<file path="src/rtl/vob_pkg.sv">
package vob_pkg;
  typedef struct packed {
    logic beat;  // timing sample consumed this cycle
    logic emit;  // head pixel goes to the video output
    logic pop;   // head leaves the buffer (emit or discard)
  } vobStrobe_t;

  typedef enum logic {HUNT = 1'b0, LOCK = 1'b1} vobState_t;
endpackage

</file>
<file path="src/rtl/vob_fifo.sv">
module vob_fifo #(
  parameter int WIDTH = 26,
  parameter int DEPTH = 16
) (
  input  logic             clk,
  input  logic             rst_n,
  input  logic             wrEn,
  input  logic [WIDTH-1:0] wrData,
  input  logic             rdEn,
  output logic [WIDTH-1:0] rdData,
  output logic             notEmpty,
  output logic             full
);
  localparam int AW = (DEPTH > 1) ? $clog2(DEPTH) : 1;
  localparam int CW = $clog2(DEPTH + 1);

  logic [WIDTH-1:0] mem [DEPTH];
  logic [AW-1:0]    wrPtr, rdPtr;
  logic [CW-1:0]    count;

  assign notEmpty = (count != '0);
  assign full     = (count == CW'(DEPTH));
  assign rdData   = mem[rdPtr];

  always_ff @(posedge clk) begin
    if (wrEn) mem[wrPtr] <= wrData;
  end

  always_ff @(posedge clk) begin
    if (!rst_n) begin
      wrPtr <= '0;
      rdPtr <= '0;
      count <= '0;
    end else begin
      if (wrEn) wrPtr <= (wrPtr == AW'(DEPTH - 1)) ? '0 : wrPtr + 1'b1;
      if (rdEn) rdPtr <= (rdPtr == AW'(DEPTH - 1)) ? '0 : rdPtr + 1'b1;
      case ({wrEn, rdEn})
        2'b10:   count <= count + 1'b1;
        2'b01:   count <= count - 1'b1;
        default: count <= count;
      endcase
    end
  end

  assert_no_overflow_R3: assert property (@(posedge clk) disable iff (!rst_n)
    count <= CW'(DEPTH));
  assert_pop_nonempty_R8: assert property (@(posedge clk) disable iff (!rst_n)
    rdEn |-> count != '0);
endmodule

</file>
<file path="src/rtl/vob_datapath.sv">
module vob_datapath import vob_pkg::*; #(
  parameter int DATA_W     = 24,
  parameter int FIFO_DEPTH = 16
) (
  input  logic              clk,
  input  logic              rst_n,
  input  logic [DATA_W-1:0] sTdata,
  input  logic              sTvalid,
  input  logic              sTuser,
  input  logic              sTlast,
  output logic              sTready,
  input  logic              timHsync,
  input  logic              timVsync,
  input  logic              timHblank,
  input  logic              timVblank,
  input  vobStrobe_t        strobe,
  output logic              headValid,
  output logic              headSof,
  output logic              headLast,
  output logic [DATA_W-1:0] vidData,
  output logic              vidHsync,
  output logic              vidVsync,
  output logic              vidHblank,
  output logic              vidVblank,
  output logic              vidDe
);
  localparam int EW = DATA_W + 2;

  logic [EW-1:0] wrEntry, headEntry;
  logic          bufFull, push;

  assign wrEntry = {sTuser, sTlast, sTdata};
  assign push    = sTvalid && !bufFull;
  assign sTready = !bufFull;

  vob_fifo #(.WIDTH(EW), .DEPTH(FIFO_DEPTH)) u_buf (
    .clk     (clk),
    .rst_n   (rst_n),
    .wrEn    (push),
    .wrData  (wrEntry),
    .rdEn    (strobe.pop),
    .rdData  (headEntry),
    .notEmpty(headValid),
    .full    (bufFull)
  );

  assign headSof  = headEntry[EW-1];
  assign headLast = headEntry[EW-2];

  always_ff @(posedge clk) begin
    if (!rst_n) begin
      vidData   <= '0;
      vidDe     <= 1'b0;
      vidHsync  <= 1'b0;
      vidVsync  <= 1'b0;
      vidHblank <= 1'b0;
      vidVblank <= 1'b0;
    end else if (strobe.beat) begin
      vidDe     <= strobe.emit;
      vidData   <= strobe.emit ? headEntry[DATA_W-1:0] : '0;
      vidHsync  <= timHsync;
      vidVsync  <= timVsync;
      vidHblank <= timHblank;
      vidVblank <= timVblank;
    end else begin
      vidDe   <= 1'b0;
      vidData <= '0;
    end
  end

  assert_sync_delay_R6: assert property (@(posedge clk) disable iff (!rst_n)
    $past(rst_n) && $past(strobe.beat) |->
      (vidHsync == $past(timHsync)) && (vidVblank == $past(timVblank)));
  assert_sync_hold_R6: assert property (@(posedge clk) disable iff (!rst_n)
    $past(rst_n) && !$past(strobe.beat) |-> $stable(vidVsync) && $stable(vidHblank));
endmodule

</file>
<file path="src/rtl/vob_control.sv">
module vob_control import vob_pkg::*; #(
  parameter bit SLAVE_MODE = 1'b0
) (
  input  logic       clk,
  input  logic       rst_n,
  input  logic       headValid,
  input  logic       headSof,
  input  logic       headLast,
  input  logic       timActive,
  input  logic       timVblank,
  output vobStrobe_t strobe,
  output logic       timCe,
  output logic       locked
);
  vobState_t stateQ, stateD;
  logic armedQ, prevActQ, lastTlastQ;
  logic frameStart, headIsSof, ceInt, errTlast, errUnder, emit, drop, isLock;

  assign isLock     = (stateQ == LOCK);
  assign frameStart = armedQ && timActive;
  assign headIsSof  = headValid && headSof;

  generate
    if (SLAVE_MODE) begin : g_slave
      assign ceInt = !((!isLock && frameStart && !headIsSof) ||
                       (isLock && timActive && !headValid));
    end else begin : g_master
      assign ceInt = 1'b1;
    end
  endgenerate

  assign errTlast = isLock && ceInt && prevActQ && (lastTlastQ == timActive);
  assign errUnder = isLock && ceInt && timActive && !headValid;
  assign emit = ceInt && timActive && headValid &&
                ((isLock && !errTlast && !errUnder) || (!isLock && frameStart && headSof));
  assign drop = !isLock && headValid && !headSof;

  always_comb begin
    strobe.beat = ceInt;
    strobe.emit = emit;
    strobe.pop  = emit || drop;
  end

  always_comb begin
    stateD = stateQ;
    if (errTlast || errUnder)  stateD = HUNT;
    else if (!isLock && emit)  stateD = LOCK;
  end

  always_ff @(posedge clk) begin
    if (!rst_n) begin
      stateQ     <= HUNT;
      armedQ     <= 1'b0;
      prevActQ   <= 1'b0;
      lastTlastQ <= 1'b0;
    end else begin
      stateQ <= stateD;
      if (ceInt) begin
        prevActQ <= timActive;
        if (timVblank)      armedQ <= 1'b1;
        else if (timActive) armedQ <= 1'b0;
      end
      if (emit) lastTlastQ <= headLast;
    end
  end

  assign timCe  = ceInt;
  assign locked = isLock;

  assert_lock_sof_R5: assert property (@(posedge clk) disable iff (!rst_n)
    $rose(locked) |-> $past(headSof) && $past(timActive));

  generate
    if (SLAVE_MODE) begin : g_slave_chk
      assert_slave_no_underflow_R11: assert property (@(posedge clk) disable iff (!rst_n)
        locked && timActive && timCe |-> headValid);
    end
  endgenerate
endmodule

</file>
<file path="src/rtl/vid_out_bridge.sv">
module vid_out_bridge import vob_pkg::*; #(
  parameter int DATA_W     = 24,
  parameter int FIFO_DEPTH = 16,
  parameter bit SLAVE_MODE = 1'b0
) (
  input  logic              clk,
  input  logic              rst_n,
  input  logic [DATA_W-1:0] sTdata,
  input  logic              sTvalid,
  input  logic              sTuser,
  input  logic              sTlast,
  output logic              sTready,
  input  logic              timHsync,
  input  logic              timVsync,
  input  logic              timHblank,
  input  logic              timVblank,
  input  logic              timActive,
  output logic              timCe,
  output logic [DATA_W-1:0] vidData,
  output logic              vidHsync,
  output logic              vidVsync,
  output logic              vidHblank,
  output logic              vidVblank,
  output logic              vidDe,
  output logic              locked
);
  vobStrobe_t strobe;
  logic headValid, headSof, headLast;

  vob_control #(.SLAVE_MODE(SLAVE_MODE)) u_ctrl (
    .clk      (clk),
    .rst_n    (rst_n),
    .headValid(headValid),
    .headSof  (headSof),
    .headLast (headLast),
    .timActive(timActive),
    .timVblank(timVblank),
    .strobe   (strobe),
    .timCe    (timCe),
    .locked   (locked)
  );

  vob_datapath #(.DATA_W(DATA_W), .FIFO_DEPTH(FIFO_DEPTH)) u_dp (
    .clk      (clk),
    .rst_n    (rst_n),
    .sTdata   (sTdata),
    .sTvalid  (sTvalid),
    .sTuser   (sTuser),
    .sTlast   (sTlast),
    .sTready  (sTready),
    .timHsync (timHsync),
    .timVsync (timVsync),
    .timHblank(timHblank),
    .timVblank(timVblank),
    .strobe   (strobe),
    .headValid(headValid),
    .headSof  (headSof),
    .headLast (headLast),
    .vidData  (vidData),
    .vidHsync (vidHsync),
    .vidVsync (vidVsync),
    .vidHblank(vidHblank),
    .vidVblank(vidVblank),
    .vidDe    (vidDe)
  );

  assert_de_active_R7: assert property (@(posedge clk) disable iff (!rst_n)
    vidDe |-> $past(timActive) && $past(timCe) && locked);
endmodule

</file>
<file path="config.mk">
export PLATFORM = sky130hd
export DESIGN_NAME = vid_out_bridge
export DESIGN_NICKNAME = d
export VERILOG_FILES = /design/src/rtl/vob_pkg.sv /design/src/rtl/vob_fifo.sv /design/src/rtl/vob_datapath.sv /design/src/rtl/vob_control.sv /design/src/rtl/vid_out_bridge.sv
export SDC_FILE = /design/constraint.sdc
export NUM_CORES = 1
export LEC_CHECK = 0
export BUFFER_PORTS_ARGS = -buffer_cell sky130_fd_sc_hd__buf_2
export CAP_MARGIN = 15
export CORE_MARGIN = 5
export CORE_UTILIZATION = 25
export DETAILED_ROUTE_END_ITERATION = 6
export GPL_ROUTABILITY_DRIVEN = 0
export GPL_TIMING_DRIVEN = 0
export HOLD_SLACK_MARGIN = 0.05
export PLACE_DENSITY_LB_ADDON = 0.1
export SKIP_CTS_REPAIR_TIMING = 1
export SLEW_MARGIN = 15
export SYNTH_ARGS = -nofsm -noshare
export SYNTH_HDL_FRONTEND = slang
export SYNTH_HIERARCHICAL = 1
export SYNTH_SLANG_ARGS = --single-unit
</file>
<file path="constraint.sdc">
create_clock -name clk -period 4.25 [get_ports clk]
set_input_delay 1.0625 -clock clk [delete_from_list [all_inputs] [get_ports clk]]
set_output_delay 1.0625 -clock clk [all_outputs]
set_load 0.1 [all_outputs]
</file>
# Word level (Yosys, flattened, before mapping)
# Memories as Yosys holds them, arrays and structs flattened. A register that Yosys moved wholly into a read port is not among the register bits.
# Cells that the tools add are included.
[word_totals]
output_inout_bits = 32
ram_bits = 416
memories = 1
word_cells = 63
inputBits = 34
regBits = 46
[classes]
n_addsub = 4
bitwise_logic = 1
mux = 9
eq_ne = 6
reduce_logical = 29
[mem_list]
columns = ["name", "depth", "width", "read_ports", "rd_clocked_by_memory_dff", "write_ports", "line_no", "source"]
rows = [
  ["u_dp.u_buf.mem", 16, 26, 1, 1, 1, "vob_fifo.sv:17", "logic [WIDTH-1:0] mem [DEPTH];"],
]
[ops]
columns = ["cell", "count"]
rows = [
  ["2-to-1 mux 4 bit", 4],
  ["logical AND 1 bit", 15],
  ["case mux 5 bit (2 select lines)", 1],
  ["adder 4 x 1 -> 4 bit, second input constant", 2],
  ["== test 4 bit, second input constant", 2],
  ["zero test 1 bit", 6],
  ["adder 5 x 1 -> 5 bit, second input constant", 1],
  ["== test 5 bit, second input constant", 1],
  ["nonzero test 5 bit", 1],
  ["subtractor 5 x 1 -> 5 bit, second input constant", 1],
  ["2-to-1 mux 1 bit", 4],
  ["nonzero test 2 bit", 2],
  ["logical OR 1 bit", 3],
  ["== test 2 x 1 -> 1 bit, second input constant", 1],
  ["== test 2 bit, second input constant", 1],
  ["AND reduction 2 bit", 1],
  ["OR reduction 2 bit", 1],
  ["== test 1 bit", 1],
  ["inverter 1 bit", 1],
]

# Logic depth before layout (Yosys ltp)
[depth]
depth_word = 10
mapped_depth = 16
mapped_depth_nobuf = 12

# By module
# The synthesis kept the hierarchy.
[by_module_without_submodules]
columns = ["module", "seq_area_each_um2", "n_inst", "cells_each", "area_each_um2"]
rows = [
  ["vob_fifo", 12832.3, 1, 751, 16540.9],
  ["vob_datapath", 580.6, 1, 67, 868.3],
  ["vob_control", 80.1, 1, 32, 256.5],
]

# Least setup slack after synthesis
# OpenSTA, ideal clock, no wires.
[synth_path]
kind = "reg2reg"
start = "register with a tool-made name"
end = "register u_dp.u_buf.count[2]"
stages_incl_launch_ff = 16
period_less_slack_ns = 3.653
t_arrival_ns = 3.577
setup_time_ns = 0.076
path_buffers = 3
setup_slack_ns = 0.597
cell_sequence = "dfxtp_1 -> clkbuf_1 -> buf_2 -> mux4_2 -> a22oi_1 -> nand2_1 -> a21o_1 -> a21oi_1 -> ha_1 -> clkbuf_1 -> xor2_1 -> ha_1 -> a21oi_1 -> xor2_1 -> or3_1 -> a21boi_0"
[synth_lines]
columns = ["element", "line_no", "source"]
rows = [
  ["to (signal assigned)", "vob_fifo.sv:38", "2'b10: count <= count + 1'b1;"],
  ["to (signal assigned)", "vob_fifo.sv:39", "2'b01: count <= count - 1'b1;"],
  ["to (signal assigned)", "vob_fifo.sv:40", "default: count <= count;"],
  ["to (decl)", "vob_fifo.sv:19", "logic [CW-1:0] count;"],
]

==> reports/metrics.cfg <==
[timing]
timing.final.crit_share=0.926
finClkSkew_ps=18.4
worst_pin_slew_ps=1030
rsz0062_at_grt=no
final_max_slew_viol_count=0
whs_ps=475
fmax_mhz=254
setup_viol=0
final_hold_viol_count=0
min_period_ps=3930
relSlewSlack=0.310

[die]
die_w_um=276
start_util=0.252
die_h_um=276
io_pins=66
rows=97
die_area_um2=76100
core_um2=70000

[clock_tree]
cts_tree=yes
clkLatencyLatePin_ps=590
path_clk_slew_ps=60
numCtsBuffers=55
htreeDepth=2
cts.sinks=466
cts_root_buffer=clkbuf_16
clk_path_buf_depth=3

[yosys]
synth_top_cell_area_share=0.707
yosysSeqAreaShare=0.764
synthAdderAreaFrac=0.00637
syn-cell-area_um2=17700
netlist_top_cells_count=416 x edfxtp_1, 104 x mux4_2, 52 x a22oi_1, 50 x dfxtp_1, 37 x nand2_1
synth_most_common_cell=edfxtp_1
yosys_register_bits=466
synthXorXnorAreaFrac=0.00347
synth_flop_cell=edfxtp_1
synth-warning-count=6
synthTopCellsByArea=edfxtp_1 71%, mux4_2 13%, dfxtp_1 5.7%, a22oi_1 2.2%, and2_1 1.2%
synth-edff-count=416
synth_cell_types=46
netlist_instances=850
yosysTopAreaCell=edfxtp_1
synth_top_family_by_area=multiplexers
yosys.area_share.simple=0.0386
syn_area_per_cell_um2=20.8
async_flop_share=0
synth_compound_area_frac=0.0324
muxShareOfSynthArea=0.138

[worst_setup_path]
end_kind=flop
r2r-end=u_dp/u_buf/count[2]
crit_slowest_cell=dfxtp_2
crit_path_start_kind=flop
worstSetupPathType=reg2reg
r2r_slack_ps=320
cp.arrival_ps=4460
cpPeakStageDelay_ps=490
crit_required_ps=4770
crit_end=u_dp/u_buf/count[2]
crit_cells=15
crit_family=compound AO/OA/AOI/OAI gates
cp_cell_sequence=buf_4 > buf_2 > mux4_2 > a22oi_1 > nand2_1 > a21o_1 > a21oi_4 > ha_1 > clkbuf_2 > xor2_1 > ha_1 > a21oi_1 > xor2_1 > or3_1 > a21boi_0
critPathBufInv=3
rr_worst_depth=15
cp_max_fo=10

[route]
drt-wirelength-per-cell_um=23.4
drt_first_iter_violations=561
dr.pass1.iters=4
via_per_inst=4.35
wirelength_um=46000
drc=0
vias=8581
drtAntennaViolNets=0

[layout]
final_area_um2=21500
fill_cells=6856
drive_above_1_share=0.316
final_net_count=1028
multi_input_area_um2=3900
fin_util=0.306
syn2layout_area_growth_pct=21.4
antenna_cells=0
seqCellArea_um2=13500

[global_route]
grt_use_total=0.122
grt_max_degree=17
grt_pass1_vias=9291
antenna_found_initial=1
grt_pass1_wl_um=66800
grt_overflow=0

[placement]
dpl_cell_area_um2=19500
io_buffers=63
dp_hpwl_um=28900

[pwr]
p_sw_frac=0.251
p_leak_nw=6.94
p_int_mw=9.05
ir_drop_uv=278
p_clk_frac=0.407
p_per_area_nw_per_um2=564
switching_power_mw=3.04
total_power_mw=12.1
power.share.sequential=0.431
combPwrFrac=0.162

[hold_path]
hold_path_class=reg2reg
min_from=u_dp/u_buf/count[4]

[run]
max-cap-violations=0

[status]
status=completed

[worst min-delay path by stage]
stage                           to  slack (ps)  cells after the start
3_3_place_gp   u_dp/u_buf/count[4]         460                      2
4_1_cts        u_dp/u_buf/count[4]         480                      2
5_1_grt        u_dp/u_buf/count[4]         520                      2
2_1_floorplan  u_dp/u_buf/count[4]         450                      2
6_report       u_dp/u_buf/count[4]         480                      2
3_5_place_dp   u_dp/u_buf/count[4]         470                      2
[power groups by stage]
stage	combinational [mW]	clock [mW]	sequential, mW
CTS	2.03	5.09	5.19
finish	1.96	4.93	5.21
global placement	2.00	0	5.29
global route	2.13	5.29	5.22
floorplan	1.32	0	5.34
detailed placement	2.03	0	5.29
[state kept, by name, summed over array words and instances, names as in the netlist, named ones only]
signal	flops
u_dp/u_buf/wrPtr	4
u_dp/vidVblank	1
u_dp/u_buf/count	5
u_dp/vidDe	1
u_dp/vidVsync	1
u_ctrl/prevActQ	1
u_dp/vidHsync	1
u_ctrl/locked	1
u_dp/vidHblank	1
u_ctrl/armedQ	1
u_dp/u_buf/rdPtr	4
u_dp/vidData	24
u_ctrl/lastTlastQ	1
u_dp/u_buf/mem	416
[worst reg2reg max path, cell delays in order, from the launching register on]
cell and delay [ps]:
dfxtp_2 490, buf_4 290, buf_2 370, mux4_2 380
a22oi_1 190, nand2_1 170, a21o_1 220, a21oi_4 260
ha_1 230, clkbuf_2 200, xor2_1 170, ha_1 220
a21oi_1 70, xor2_1 160, or3_1 300, a21boi_0 150
[metal layers]
| layer | global-route usage | wire length (um) | up-vias |
|---|---|---|---|
| met1 | 0.169 | 21200 | 4627 |
| li1 | - | - | 3750 |
| met2 | 0.199 | 22200 | 139 |
| met4 | 0.0308 | 866 | 0 |
| met3 | 0.0211 | 1790 | 65 |
| met5 | 0 | 0 | - |
[cell usage in the layout, fill, tap and decap left out, types with 2 or more instances in the layout]
master / Yosys / layout
dfxtp_1: 50 / 48
a21boi_0: 3 / 3
nor2b_1: 11 / 11
buf_1: 2 / 2
inv_1: 6 / 6
and2_2: 15 / 31
buf_12: 0 / 11
xnor2_1: 4 / 4
buf_2: 9 / 71
edfxtp_1: 416 / 416
nand2b_1: 2 / 2
nor2_1: 5 / 5
clkinv_1: 0 / 6
conb_1: 1 / 2
nor3_1: 2 / 2
buf_4: 4 / 4
mux4_2: 104 / 104
clkinv_2: 0 / 7
ha_1: 9 / 9
xor2_1: 3 / 3
a21o_1: 2 / 2
and2_1: 33 / 17
clkbuf_16: 0 / 57
clkbuf_8: 0 / 8
a21oi_1: 7 / 6
o21ai_0: 5 / 5
buf_16: 0 / 5
mux2i_1: 9 / 9
clkbuf_2: 0 / 2
bufinv_16: 0 / 8
nand3_1: 5 / 5
dfxtp_2: 0 / 2
buf_6: 11 / 11
clkbuf_1: 21 / 33
o211ai_1: 3 / 3
a22oi_1: 52 / 52
o21a_1: 2 / 2
nand2_1: 37 / 37
[logic make-up after synthesis]
kind of cell / after synthesis
AOI/OAI and AO/OA: 80
muxes: 113
buffers and inverters: 53
xor gates and xnor gates: 7
DFF: 466
adders and majority gates: 9
and+or+nand+nor: 121
other: 1
[through the flow]
step,TNS (ps),instances,setup slack [ps]
3_3_place_gp,-14980,1854,-630
5_1_grt,0,1971,93.7
2_1_floorplan,0,851,597
6_report,0,1971,315
4_1_cts,-1800,1973,-678
3_5_place_dp,-1690,1870,-648
[final cells by class]
cell class	instances	area share
buffer	45	0.0132
clock buffer	81	0.0744
clock inverter	22	0.0142
inverter	6	0.00105
multi-input combinational	332	0.182
sequential	466	0.629
tap	940	0.0548
timing repair buffer	79	0.0314
No activity file was read; power rests on OpenSTA's default activity.
